`src/rtl/cnic_pkg.sv`:
```
package cnic_pkg;

    localparam int NIC_REG_W = 4;
    localparam int WIN_SLOT_W = 4;

    typedef enum logic [1:0] {
        SRC_NONE = 2'd0,
        SRC_NIC  = 2'd1,
        SRC_ROM  = 2'd2
    } rd_src_e;

    typedef struct packed {
        logic                 cs;
        logic [NIC_REG_W-1:0] reg_a;
        logic                 rd;
        logic                 wr;
    } nic_req_t;

    typedef struct packed {
        logic cs;
        logic a13;
    } rom_req_t;

    // Flip the half-select bit when the exchanged layout is chosen.
    function automatic logic [NIC_REG_W-1:0] map_reg(
        input logic [NIC_REG_W-1:0] off,
        input logic                 swap
    );
        logic [NIC_REG_W-1:0] r;
        r = off;
        r[NIC_REG_W-1] = off[NIC_REG_W-1] ^ swap;
        return r;
    endfunction

    // The lowest byte pair is handed to other cartridge logic when swapped.
    function automatic logic pair_hidden(
        input logic [NIC_REG_W-1:0] off,
        input logic                 swap
    );
        return swap && (off[NIC_REG_W-1:1] == '0);
    endfunction

endpackage

```
`src/rtl/cnic_io_decode.sv`:
```
module cnic_io_decode
    import cnic_pkg::*;
#(
    parameter int BASE_SLOT = 0
) (
    input  logic                 phi2,
    input  logic                 rw,
    input  logic                 io1_n,
    input  logic                 io2_n,
    input  logic                 page_sel,
    input  logic                 map_swap,
    input  logic [7:0]           page_addr,
    output nic_req_t             req
);

    localparam logic [WIN_SLOT_W-1:0] SLOT = WIN_SLOT_W'(BASE_SLOT);

    logic                 page_strobe;
    logic                 slot_hit;
    logic [NIC_REG_W-1:0] off;

    always_comb begin
        page_strobe = page_sel ? ~io2_n : ~io1_n;
        off         = page_addr[NIC_REG_W-1:0];
        slot_hit    = (page_addr[7:NIC_REG_W] == SLOT);
        req.cs      = phi2 && page_strobe && slot_hit && !pair_hidden(off, map_swap);
        req.reg_a   = map_reg(off, map_swap);
        req.rd      = req.cs && rw;
        req.wr      = req.cs && !rw;
    end

endmodule

```
`src/rtl/cnic_rom_decode.sv`:
```
module cnic_rom_decode
    import cnic_pkg::*;
(
    input  logic     phi2,
    input  logic     rw,
    input  logic     rom_en,
    input  logic     mode128,
    input  logic     roml_n,
    input  logic     romh_n,
    input  logic     addr13,
    output rom_req_t req,
    output logic     cfg_exrom_n,
    output logic     cfg_game_n
);

    logic lo_hit;
    logic hi_hit;

    always_comb begin
        lo_hit = !roml_n;
        hi_hit = !romh_n && !mode128;
        req.cs  = rom_en && phi2 && rw && (lo_hit || hi_hit);
        if (mode128) begin
            req.a13 = addr13;
        end else begin
            req.a13 = hi_hit && !lo_hit;
        end
        cfg_exrom_n = !(rom_en && !mode128);
        cfg_game_n  = !(rom_en && !mode128);
    end

endmodule

```
`src/rtl/cnic_bus_regs.sv`:
```
module cnic_bus_regs
    import cnic_pkg::*;
#(
    parameter int DATA_W = 8,
    parameter int BANK_W = 4
) (
    input  logic              clk,
    input  logic              rst,
    input  nic_req_t          nic_d,
    input  rom_req_t          rom_d,
    input  logic              exrom_d,
    input  logic              game_d,
    input  logic [BANK_W-1:0] bank_d,
    input  logic [DATA_W-1:0] wdata_d,
    output nic_req_t          nic_q,
    output rom_req_t          rom_q,
    output logic              exrom_q,
    output logic              game_q,
    output logic [BANK_W-1:0] bank_q,
    output logic [DATA_W-1:0] wdata_q,
    output rd_src_e           src_q
);

    rd_src_e src_d;

    always_comb begin
        if (nic_d.rd) begin
            src_d = SRC_NIC;
        end else if (rom_d.cs) begin
            src_d = SRC_ROM;
        end else begin
            src_d = SRC_NONE;
        end
    end

    always_ff @(posedge clk) begin
        if (rst) begin
            nic_q   <= '0;
            rom_q   <= '0;
            exrom_q <= 1'b1;
            game_q  <= 1'b1;
            bank_q  <= '0;
            src_q   <= SRC_NONE;
        end else begin
            nic_q   <= nic_d;
            rom_q   <= rom_d;
            exrom_q <= exrom_d;
            game_q  <= game_d;
            bank_q  <= bank_d;
            src_q   <= src_d;
        end
    end

    // Write data is captured only when the write strobe opens, then held.
    always_ff @(posedge clk) begin
        if (rst) begin
            wdata_q <= '0;
        end else if (nic_d.wr && !nic_q.wr) begin
            wdata_q <= wdata_d;
        end
    end

endmodule

```
`src/rtl/cnic_glue.sv`:
```
module cnic_glue
    import cnic_pkg::*;
#(
    parameter int BASE_SLOT = 0,
    parameter int ADDR_W    = 16,
    parameter int DATA_W    = 8,
    parameter int BANK_W    = 4
) (
    input  logic              clk,
    input  logic              rst,
    input  logic              phi2,
    input  logic              rw,
    input  logic              io1_n,
    input  logic              io2_n,
    input  logic              roml_n,
    input  logic              romh_n,
    input  logic [ADDR_W-1:0] host_addr,
    input  logic [DATA_W-1:0] host_wdata,
    input  logic              page_sel,
    input  logic              map_swap,
    input  logic              rom_en,
    input  logic              mode128,
    input  logic [BANK_W-1:0] bank_sel,
    input  logic [DATA_W-1:0] nic_rdata,
    input  logic [DATA_W-1:0] rom_rdata,
    output logic              nic_cs_n,
    output logic [3:0]        nic_addr,
    output logic              isa_ior_n,
    output logic              isa_iow_n,
    output logic [DATA_W-1:0] nic_wdata,
    output logic [DATA_W-1:0] host_rdata,
    output logic              host_oe,
    output logic              rom_ce_n,
    output logic [BANK_W:0]   rom_addr_hi,
    output logic              exrom_n,
    output logic              game_n,
    output logic              host_irq_n
);

    nic_req_t          nic_d, nic_q;
    rom_req_t          rom_d, rom_q;
    logic              exrom_d, game_d;
    logic [BANK_W-1:0] bank_q;
    rd_src_e           src_q;

    cnic_io_decode #(
        .BASE_SLOT (BASE_SLOT)
    ) u_io (
        .phi2      (phi2),
        .rw        (rw),
        .io1_n     (io1_n),
        .io2_n     (io2_n),
        .page_sel  (page_sel),
        .map_swap  (map_swap),
        .page_addr (host_addr[7:0]),
        .req       (nic_d)
    );

    cnic_rom_decode u_rom (
        .phi2        (phi2),
        .rw          (rw),
        .rom_en      (rom_en),
        .mode128     (mode128),
        .roml_n      (roml_n),
        .romh_n      (romh_n),
        .addr13      (host_addr[13]),
        .req         (rom_d),
        .cfg_exrom_n (exrom_d),
        .cfg_game_n  (game_d)
    );

    cnic_bus_regs #(
        .DATA_W (DATA_W),
        .BANK_W (BANK_W)
    ) u_regs (
        .clk     (clk),
        .rst     (rst),
        .nic_d   (nic_d),
        .rom_d   (rom_d),
        .exrom_d (exrom_d),
        .game_d  (game_d),
        .bank_d  (bank_sel),
        .wdata_d (host_wdata),
        .nic_q   (nic_q),
        .rom_q   (rom_q),
        .exrom_q (exrom_n),
        .game_q  (game_n),
        .bank_q  (bank_q),
        .wdata_q (nic_wdata),
        .src_q   (src_q)
    );

    always_comb begin
        nic_cs_n    = !nic_q.cs;
        nic_addr    = nic_q.reg_a;
        isa_ior_n   = !nic_q.rd;
        isa_iow_n   = !nic_q.wr;
        rom_ce_n    = !rom_q.cs;
        rom_addr_hi = {bank_q, rom_q.a13};
        host_irq_n  = 1'b1;
        host_oe     = (src_q != SRC_NONE);
        unique case (src_q)
            SRC_NIC: host_rdata = nic_rdata;
            SRC_ROM: host_rdata = rom_rdata;
            default: host_rdata = '0;
        endcase
    end

endmodule

```
`config.mk`:
```
export PLATFORM = sky130hd
export DESIGN_NAME = cnic_glue
export DESIGN_NICKNAME = d
export VERILOG_FILES = /design/src/rtl/cnic_pkg.sv /design/src/rtl/cnic_io_decode.sv /design/src/rtl/cnic_rom_decode.sv /design/src/rtl/cnic_bus_regs.sv /design/src/rtl/cnic_glue.sv
export SDC_FILE = /design/constraint.sdc
export NUM_CORES = 1
export LEC_CHECK = 0
export ABC_AREA = 1
export BUFFER_PORTS_ARGS = -buffer_cell sky130_fd_sc_hd__buf_4
export CELL_PAD_IN_SITES_DETAIL_PLACEMENT = 0
export CELL_PAD_IN_SITES_GLOBAL_PLACEMENT = 1
export CORE_MARGIN = 5
export CORE_UTILIZATION = 26
export CTS_CLUSTER_DIAMETER = 30
export CTS_CLUSTER_SIZE = 14
export DETAILED_ROUTE_END_ITERATION = 6
export PLACE_DENSITY = 0.78
export REMOVE_ABC_BUFFERS = 1
export SLEW_MARGIN = 25
export SYNTH_ARGS = -nofsm -noshare
export SYNTH_HDL_FRONTEND = slang
export SYNTH_SLANG_ARGS = --single-unit
export TNS_END_PERCENT = 20
```
`constraint.sdc`:
```
create_clock -name clk -period 1.2 [get_ports clk]
set_input_delay 0.06 -clock clk [delete_from_list [all_inputs] [get_ports clk]]
set_output_delay 0.06 -clock clk [all_outputs]
set_load 0.02 [all_outputs]
```
==> results of run 1 <==
## what timing repair did
| item | in CTS | in global routing |
|---|---|---|
| hold buffers | 6 | 1 |
| pin swaps | 1 | 4 |
| resized for setup | 19 | 9 |
| setup buffers | 2 | 0 |
| endpoints found under the setup margin | 8 | 8 |
| endpoints found under the hold margin | 6 | 1 |
## sequential cells by signal, indices dropped and copies added (netlist names)
name,cells
u_regs.bank_q,4
u_regs.game_q,1
u_regs.nic_q,7
u_regs.rom_q,2
u_regs.src_q,1
u_regs.wdata_q,8
## Yosys cell counts (2+ instances only)
library cell | number | area share [%]
ha_1 | 3 | 3.0
inv_2 | 5 | 1.5
nand3_1 | 10 | 4.0
nand2_2 | 3 | 1.5
nand2_1 | 42 | 13
nor2_1 | 17 | 5.1
inv_1 | 46 | 14
dfxtp_1 | 23 | 37
clkbuf_1 | 2 | 0.61
nor2_4 | 5 | 4.5
a21oi_1 | 11 | 4.4
buf_4 | 7 | 4.2
nor2_2 | 3 | 1.5
## layer usage
layer  routed length [um]  GRT usage (%)  share of wire (%)  up-vias
li1                     -              -                  -      681
met4                   14           2.06               0.42        0
met2                 1580           17.9                 47       52
met5                    0              0                  0        -
met1                 1350           13.1                 40      521
met3                  396           4.88                 12        2
## cell families (layout without fill, tap and decap cells)
group	Yosys count	after routing	share of synthesized area (%)
other cells	1	1	0.302
simple gates	83	83	32.2
fa+ha+maj	3	3	3.03
compound gates	12	12	5.75
buf+inv	62	145	21.6
flops	23	23	37.1
## final cells by class
type                            count  area share [%]
Multi-Input combinational cell     99            28.8
Tap cell                           54            3.25
Clock buffer                        4            2.17
Inverter                           51            9.45
Timing Repair Buffer               90            34.1
Sequential cell                    23            22.3
## per-stage QoR
stage / cells / hold slack (ps) / setup WS, ps
2_1_floorplan: 173 / 127 / -73.7
3_3_place_gp: 308 / 259 / 45.9
3_5_place_dp: 308 / 268 / 21.5
4_1_cts: 320 / 2.94 / -116
5_1_grt: 321 / 8.00 / -182
6_report: 321 / 7.84 / -110
## how the worst max path moves through the flow
| stage | slack (ps) | cells past startpoint | endpoint |
|---|---|---|---|
| after global placement | 50 | 5 | host_rdata[3] |
| after detailed placement | 20 | 5 | host_rdata[1] |
| after global routing | -180 | 5 | host_rdata[7] |
| after CTS | -120 | 5 | host_rdata[1] |
| final | -110 | 5 | host_rdata[6] |
| after floorplan | -70 | 4 | host_rdata[3] |
## power groups by stage
stage / clock network [mW] / registers, mW / logic, mW
after global routing: 0.534 / 0.795 / 0.368
after detailed placement: 0 / 0.810 / 0.310
after CTS: 0.492 / 0.793 / 0.334
after global placement: 0 / 0.809 / 0.309
final: 0.465 / 0.792 / 0.336
after floorplan: 0 / 0.837 / 0.0930
## worst max-delay path, stage by stage, from the launching register on
cell	delay (ps)
dfxtp_2	340
inv_2	60
ha_4	290
inv_6	60
a21oi_2	100
buf_4	150
==> impl_metrics.yaml, run 1 <==
clock_network:
  cts_root_buf: "clkbuf_8"
  numCtsBuffers: 3
  insertion_delay_ps: 260
  cts_max_level: 1
  clkSlewWorstSetupHoldPaths_ps: 80
  cts_tree: "built"
  cts_sinks: 23
  clockBufferDepth: 2
final_layout:
  utilization_pct: 44.6
  multi_input_area_um2: 599
  area_delta_synth_final_pct: 67.7
  final_common_cell: "buf_4"
  nFillCells: 491
  drive_gt1_share_pct: 46.1
  final_area_um2: 2080
  register_area_um2: 463
  final_nets: 327
  mostFrequentLayoutCells: "79 x buf_4, 43 x inv_1, 40 x nand2_1"
  n_antenna_cell: 0
setup_path:
  critPathRequiredTime_ps: 1140
  rr_worst_depth: 5
  reg2reg_from: "u_regs.nic_q[0]$_SDFF_PP0_"
  cp_max_fo: 8
  rrSetupSlack_ps: 190
  crit_path_start_kind: "register"
  critPathCaptureType: "output pin"
  crit_start: "u_regs.nic_q[1]$_SDFF_PP0_"
  worstPathArrival_ps: 1250
  crit_type: "register to output pin"
  r2r_end: "u_regs.wdata_q[5]$_SDFFE_PP0P_"
sta:
  slew_viol_final: 0
  fin_tns_setup_ps: -826
  skew_ps: 1.61
  fin_crit_ps: 1310
  finalSetupViolCount: 8
  min_period_over_period_pct: 109
  setup_slack_ps: -110
  fmax_ghz: 0.763
  rsz0062_at_grt: "true"
  hold_viol_final: 0
pwr:
  p_int_mw: 1.20
  seq_power_share_pct: 49.7
  total_power_mw: 1.59
  switching_share_pct: 24.4
  clkPwrFrac_pct: 29.2
  pwr-share-comb_pct: 21.1
  p_sw_uw: 389
  p_per_area_nw_per_um2: 766
  ir_worst_vdd_mv: 0.505
  p_leak_nw: 1.04
hold_path:
  hp-class: "input pin to register"
  hold_end: "u_regs.bank_q[0]$_SDFF_PP0_"
  hold_path_depth: 3
  hold_start: "bank_sel[0]"
routing:
  drtAntennaViolNets: 0
  via_per_inst: 3.91
  vias: 1256
  drt-pass1-iter-count: 4
  drc_errors: 0
  drt-total-wl_mm: 3.35
  drt-initial-drc-count: 42
  wl_per_cell_um: 10.4
synthesis:
  synth_cell_types: 20
  yosysWarnings: 0
  netlist_area_um2: 1240
  async_flop_share_pct: 0
  yosys_most_used_dff: "dfxtp_1"
  synthCells: 184
  synth_edf_count: 0
  synth-seq-cells: 23
  synth_seq_area_share_pct: 37.1
  avgSynthCellArea_um2: 6.74
floorplanning:
  die_area_um2: 6250
  ios: 89
  fp.dieH_um: 79.1
  core_region_area_um2: 4660
  dieWidth_um: 79.1
  row_count: 25
  start_util_pct: 26.6
global_route:
  antenna_found_initial: 0
  grt_usage_pct: 10.9
  grt_max_degree: 13
  grt_pass1_vias: 1267
  grt_pass1_wl_mm: 5.49
  overflow: 0
placed_design:
  place_area_um2: 1840
  dp_hpwl_mm: 2.60
  gp_congestion: 0.658
  place.port_buffers: 80
run:
  maxCapViolations: 0
status:
  status: "finished with violations"
  violations: "negative setup slack"
Power figures use the tool's default switching activity.
==> run 2, diff against run 1 <==
--- a/config.mk
+++ b/config.mk
@@ -14,6 +14,7 @@
 export CTS_CLUSTER_DIAMETER = 30
 export CTS_CLUSTER_SIZE = 14
 export DETAILED_ROUTE_END_ITERATION = 6
+export MAX_ROUTING_LAYER = met4
 export PLACE_DENSITY = 0.78
 export REMOVE_ABC_BUFFERS = 1
 export SLEW_MARGIN = 25
==> run 2 against run 1 <==
  * The flow still finishes with violations (negative setup slack)
  * Sequential power barely moved
  * Count of clock-buffer cells in the layout unchanged
  * Via count about the same
  * Setup slack improved by 0.52 ps
  * Critical path depth is the same
  * Combinational power about the same
  * Critical path type unchanged
==> impl_metrics.yaml, run 2 (same netlist as run 1, synthesis figures left out) <==
status:
  status: "finished with violations"
  violations: "negative setup slack"
placed_design:
  place_area_um2: 1840
  place.port_buffers: 80
  dp_hpwl_mm: 2.60
  gp_congestion: 0.664
setup_path:
  worstPathCellList: "inv_2 -> ha_4 -> inv_6 -> a21oi_2 -> buf_4"
  crit_path_start_kind: "register"
  critPathRequiredTime_ps: 1140
  critPathCaptureType: "output pin"
  crit_start: "u_regs.nic_q[1]$_SDFF_PP0_"
  cpPeakStageDelay_ps: 340
  rr_worst_depth: 5
  critPathBufInv: 3
  crit_family: "flip-flops"
  reg2reg_from: "u_regs.nic_q[0]$_SDFF_PP0_"
  worstPathArrival_ps: 1250
  crit_type: "register to output pin"
  r2r_end: "u_regs.wdata_q[5]$_SDFFE_PP0P_"
  slowest_stage: "dfxtp_2"
  rrSetupSlack_ps: 190
  cp_max_fo: 8
clock_network:
  cts_root_buf: "clkbuf_8"
  numCtsBuffers: 3
  clkSlewWorstSetupHoldPaths_ps: 80
  cts_tree: "built"
  insertion_delay_ps: 250
  cts_sinks: 23
  clockBufferDepth: 2
  cts_max_level: 1
sta:
  slew_viol_final: 0
  min_period_over_period_pct: 109
  fmax_ghz: 0.764
  rsz0062_at_grt: "true"
  hold_viol_final: 0
  fin_hold_ws_ps: 9.13
  setup_slack_ps: -110
  skew_ps: 0.964
  finalSetupViolCount: 8
  fin_crit_ps: 1310
routing:
  via_per_inst: 3.91
  drtAntennaViolNets: 0
  drt-initial-drc-count: 41
  drt-total-wl_mm: 3.35
  drt-pass1-iter-count: 4
  drc_errors: 0
  vias: 1255
  wl_per_cell_um: 10.4
final_layout:
  final_nets: 327
  area_delta_synth_final_pct: 67.7
  reg.largest.list: "u_regs.wdata_q (8), u_regs.nic_q (7), u_regs.bank_q (4)"
  final_area_um2: 2080
  largest_reg_flops: 8
  largest_register: "u_regs.wdata_q"
  n_antenna_cell: 0
  drive_gt1_share_pct: 46.1
  nFillCells: 491
  final_common_cell: "buf_4"
  mostFrequentLayoutCells: "79 x buf_4, 43 x inv_1, 40 x nand2_1"
floorplanning:
  ios: 89
  core_region_area_um2: 4660
  die_area_um2: 6250
  fp.dieH_um: 79.1
  dieWidth_um: 79.1
  row_count: 25
  start_util_pct: 26.6
hold_path:
  hold_start: "bank_sel[0]"
  hp-class: "input pin to register"
  hold_end: "u_regs.bank_q[0]$_SDFF_PP0_"
  hold_path_depth: 3
global_route:
  grt_pass1_vias: 1263
  antenna_found_initial: 0
  overflow: 0
  grt_max_degree: 13
  grt_usage_pct: 11.1
  grt_pass1_wl_mm: 5.49
pwr:
  p_leak_nw: 1.04
  p_per_area_nw_per_um2: 765
  ir_worst_vdd_mv: 0.502
  total_power_mw: 1.59
run:
  maxCapViolations: 0
-- run 2: layer usage --
layer  GRT usage, %  up-vias  part of all wire [%]
li1               -      682                     -
met3           4.20        2                    10
met5              -        -                     0
met1           13.5      521                    42
met2           17.9       50                    47
met4           2.06        0                  0.42
-- run 2: area by class of cell --
type                            count  area [um^2]  area share, %
Timing Repair Buffer               90          708           34.1
Multi-Input combinational cell     99          599           28.8
Inverter                           51          196           9.45
Tap cell                           54         67.6           3.25
Clock buffer                        4         45.0           2.17
Sequential cell                    23          463           22.3
-- run 2: power breakdown --
part,internal (mW),total [mW],leakage (nW),switching [mW]
logic,0.183,0.336,0.828,0.153
registers,0.785,0.792,0.189,0.00748
clock network,0.236,0.462,0.0228,0.226
total,1.20,1.59,1.04,0.386
-- run 2: worst max path at each step --
stage,endpoint,cells after the start,slack (ps)
floorplan,host_rdata[3],4,-70
global placement,host_rdata[3],5,50
detailed placement,host_rdata[1],5,20
CTS,host_rdata[1],5,-120
global route,host_rdata[7],5,-180
finish,host_rdata[6],5,-110
-- run 2: what timing repair did --
action                                  4_1_cts  5_1_grt
hold buffers                                  6        1
endpoints found under the hold margin         6        1
buffers inserted                              2        0
gates resized for setup                      19        9
endpoints found under the setup margin        8        8
pin swaps                                     1        4
cloned                                        0        0
-- run 2: worst register-to-register path: stages, from the launching register on --
cell     delay [ps]
dfxtp_1         340
nor2_4          240
nand3_4         170
nand2_1          90
inv_1            40
nor2_1           80
-- run 2: metrics by stage --
| step | worst slack [ps] | setup TNS, ps | util, % | instances |
|---|---|---|---|---|
| 6_report | -110 | -821 | 44.6 | 321 |
| 5_1_grt | -182 | -1420 | 44.6 | 321 |
| 4_1_cts | -116 | -870 | 43.6 | 320 |
| 3_5_place_dp | 21.5 | 0 | 39.5 | 308 |
| 3_3_place_gp | 45.9 | 0 | 39.5 | 308 |
| 2_1_floorplan | -73.7 | -451 | - | 173 |
==> run 3, diff against run 2 <==
==> constraint.sdc (replaced) <==
create_clock -name clk -period 1.2 [get_ports clk]
set_input_delay 0.06 -clock clk [delete_from_list [all_inputs] [get_ports clk]]
set_output_delay 0.06 -clock clk [all_outputs]
set_load 0.005 [all_outputs]
==> run 3 against run 2 <==
  * The flow still finishes with violations (negative setup slack)
  * Sequential power about the same
  * Hold slack got worse by 4.6 ps
  * Clock skew is essentially flat
  * Register-to-register slack hardly changed
  * Non-clock buffer count did not move
  * Global-route usage rose by 0.17 points
  * Sequential cell count unchanged
  * Sequential share of layout area increased by 0.23 points
  * Combinational power is 9.8% lower
==> impl_metrics.yaml, run 3 (same netlist as run 1, synthesis figures left out) <==
status:
  status: "finished with violations"
  violations: "negative setup slack"
sta:
  min_period_over_period_pct: 107
  fin_tns_setup_ps: -579
  fmax_ghz: 0.782
  setup_slack_ps: -79.4
  fin_hold_ws_ps: 4.50
  finalSetupViolCount: 8
  rsz0062_at_grt: "true"
  fin_crit_ps: 1280
  hold_viol_final: 0
  slew_viol_final: 0
  skew_ps: 0.773
pwr:
  total_power_mw: 1.56
  clkPwrFrac_pct: 29.9
  p_sw_uw: 361
  seq_power_share_pct: 50.7
  p_leak_nw: 1.04
  p_int_mw: 1.20
  switching_share_pct: 23.1
  pwr-share-comb_pct: 19.4
  p_per_area_nw_per_um2: 759
  ir_worst_vdd_mv: 0.439
global_route:
  met1_usage_pct: 12.9
  grt_pass1_vias: 1275
  grt_use_met3_pct: 4.99
  met2_usage_pct: 18.6
  grt.busiest_layer: "met2"
  antenna_found_initial: 0
  grt_usage_pct: 11.3
  grt_max_degree: 13
  overflow: 0
  grt_pass1_wl_mm: 5.57
setup_path:
  cp.depth: 5
  worstPathCellList: "buf_6 -> ha_4 -> nand2_1 -> a21oi_2 -> buf_4"
  cpPeakStageDelay_ps: 360
  crit_type: "register to output pin"
  worstPathArrival_ps: 1220
  rrSetupSlack_ps: 190
  crit_end: "host_rdata[1]"
  slowest_stage: "dfxtp_2"
  r2r_end: "u_regs.wdata_q[2]$_SDFFE_PP0P_"
  critPathCaptureType: "output pin"
  reg2reg_from: "u_regs.nic_q[0]$_SDFF_PP0_"
  cp_max_fo: 8
  crit_start: "u_regs.nic_q[1]$_SDFF_PP0_"
  critPathBufInv: 2
  crit_family: "flip-flops"
  critPathRequiredTime_ps: 1140
  crit_path_start_kind: "register"
  rr_worst_depth: 5
clock_network:
  clkSlewWorstSetupHoldPaths_ps: 80
  cts_root_buf: "clkbuf_8"
  cts_tree: "built"
  cts_sinks: 23
  insertion_delay_ps: 260
  clockBufferDepth: 2
  cts_max_level: 1
  numCtsBuffers: 3
floorplanning:
  die_area_um2: 6250
  ios: 89
  start_util_pct: 26.6
  fp.dieH_um: 79.1
  row_count: 25
  core_region_area_um2: 4660
  dieWidth_um: 79.1
final_layout:
  largest_register: "u_regs.wdata_q"
  final_common_cell: "buf_4"
  mostFrequentLayoutCells: "82 x buf_4, 43 x inv_1, 39 x nand2_1"
  n_antenna_cell: 0
  drive_gt1_share_pct: 46.4
  utilization_pct: 44.2
  area_delta_synth_final_pct: 66.0
  largest_reg_flops: 8
  reg.largest.list: "u_regs.wdata_q (8), u_regs.nic_q (7), u_regs.bank_q (4)"
  final_nets: 327
hold_path:
  hp-class: "input pin to register"
  hold_path_depth: 3
routing:
  drt-pass1-iter-count: 4
  drt-total-wl_mm: 3.27
  drt-initial-drc-count: 36
  vias: 1266
  wl_per_cell_um: 10.2
  via_per_inst: 3.94
  drtAntennaViolNets: 0
  drc_errors: 0
run:
  maxCapViolations: 0
placed_design:
  gp_congestion: 0.670
  dp_hpwl_mm: 2.63
  place.port_buffers: 80
  dp_slack_ps: 33.0
run 3: cell types whose count changed in the layout (fill, tap and decap cells not counted), moves of 2 or more:
cell / previous run / this run
buf_6: 4 / 1
a21oi_4: 3 / 1
buf_4: 79 / 82
a21oi_2: 6 / 8
run 3: cell type report:
| cell class | instances | area, um^2 |
|---|---|---|
| clock buffer | 4 | 45.0 |
| sequential | 23 | 463 |
| timing repair buffer | 90 | 697 |
| multi-input combinational | 99 | 587 |
| tap | 54 | 67.6 |
| inverter | 51 | 199 |
| fill | 513 | 2600 |
run 3: worst min-delay path by stage:
stage                             from                           to  slack [ps]
after detailed placement   bank_sel[3]  u_regs.bank_q[3]$_SDFF_PP0_         270
after floorplan                     rw   u_regs.nic_q[0]$_SDFF_PP0_         130
after CTS                  bank_sel[0]  u_regs.bank_q[0]$_SDFF_PP0_           1
after global routing      host_addr[2]   u_regs.nic_q[4]$_SDFF_PP0_           5
after global placement     bank_sel[1]  u_regs.bank_q[1]$_SDFF_PP0_         260
final                      bank_sel[0]  u_regs.bank_q[0]$_SDFF_PP0_           5
run 3: worst reg2reg max path: cells and delay by family, from the launching register on:
family,cells,cell delay [ps]
buffers and inverters,1,40
AND/OR/NAND/NOR,4,580
flip-flops,1,340
run 3: metrics by stage:
| step | std cells | cell area [um^2] |
|---|---|---|
| detailed placement | 308 | 1840 |
| global placement | 308 | 1840 |
| floorplan | 173 | 1160 |
| CTS | 321 | 2060 |
| finish | 321 | 2060 |
| global route | 321 | 2060 |
run 3: timing repair:
item	CTS	global route
resized for setup	24	1
hold buffers	7	0
buffers inserted	2	0
pin swaps	6	4
endpoints found under the setup margin	8	8
endpoints found under the hold margin	7	0
run 3: power by group through the flow:
| stage | clock network, mW | registers, mW | logic, mW |
|---|---|---|---|
| 6_report | 0.467 | 0.792 | 0.303 |
| 5_1_grt | 0.536 | 0.795 | 0.338 |
| 4_1_cts | 0.497 | 0.792 | 0.308 |
| 3_5_place_dp | 0 | 0.810 | 0.280 |
| 3_3_place_gp | 0 | 0.809 | 0.278 |
| 2_1_floorplan | 0 | 0.812 | 0.0883 |
run 3: per-layer routing:
| layer | up-vias | routed length, um |
|---|---|---|
| met1 | 530 | 1300 |
| met4 | 0 | 18 |
| met5 | - | 0 |
| met3 | 2 | 436 |
| met2 | 53 | 1520 |
| li1 | 681 | - |
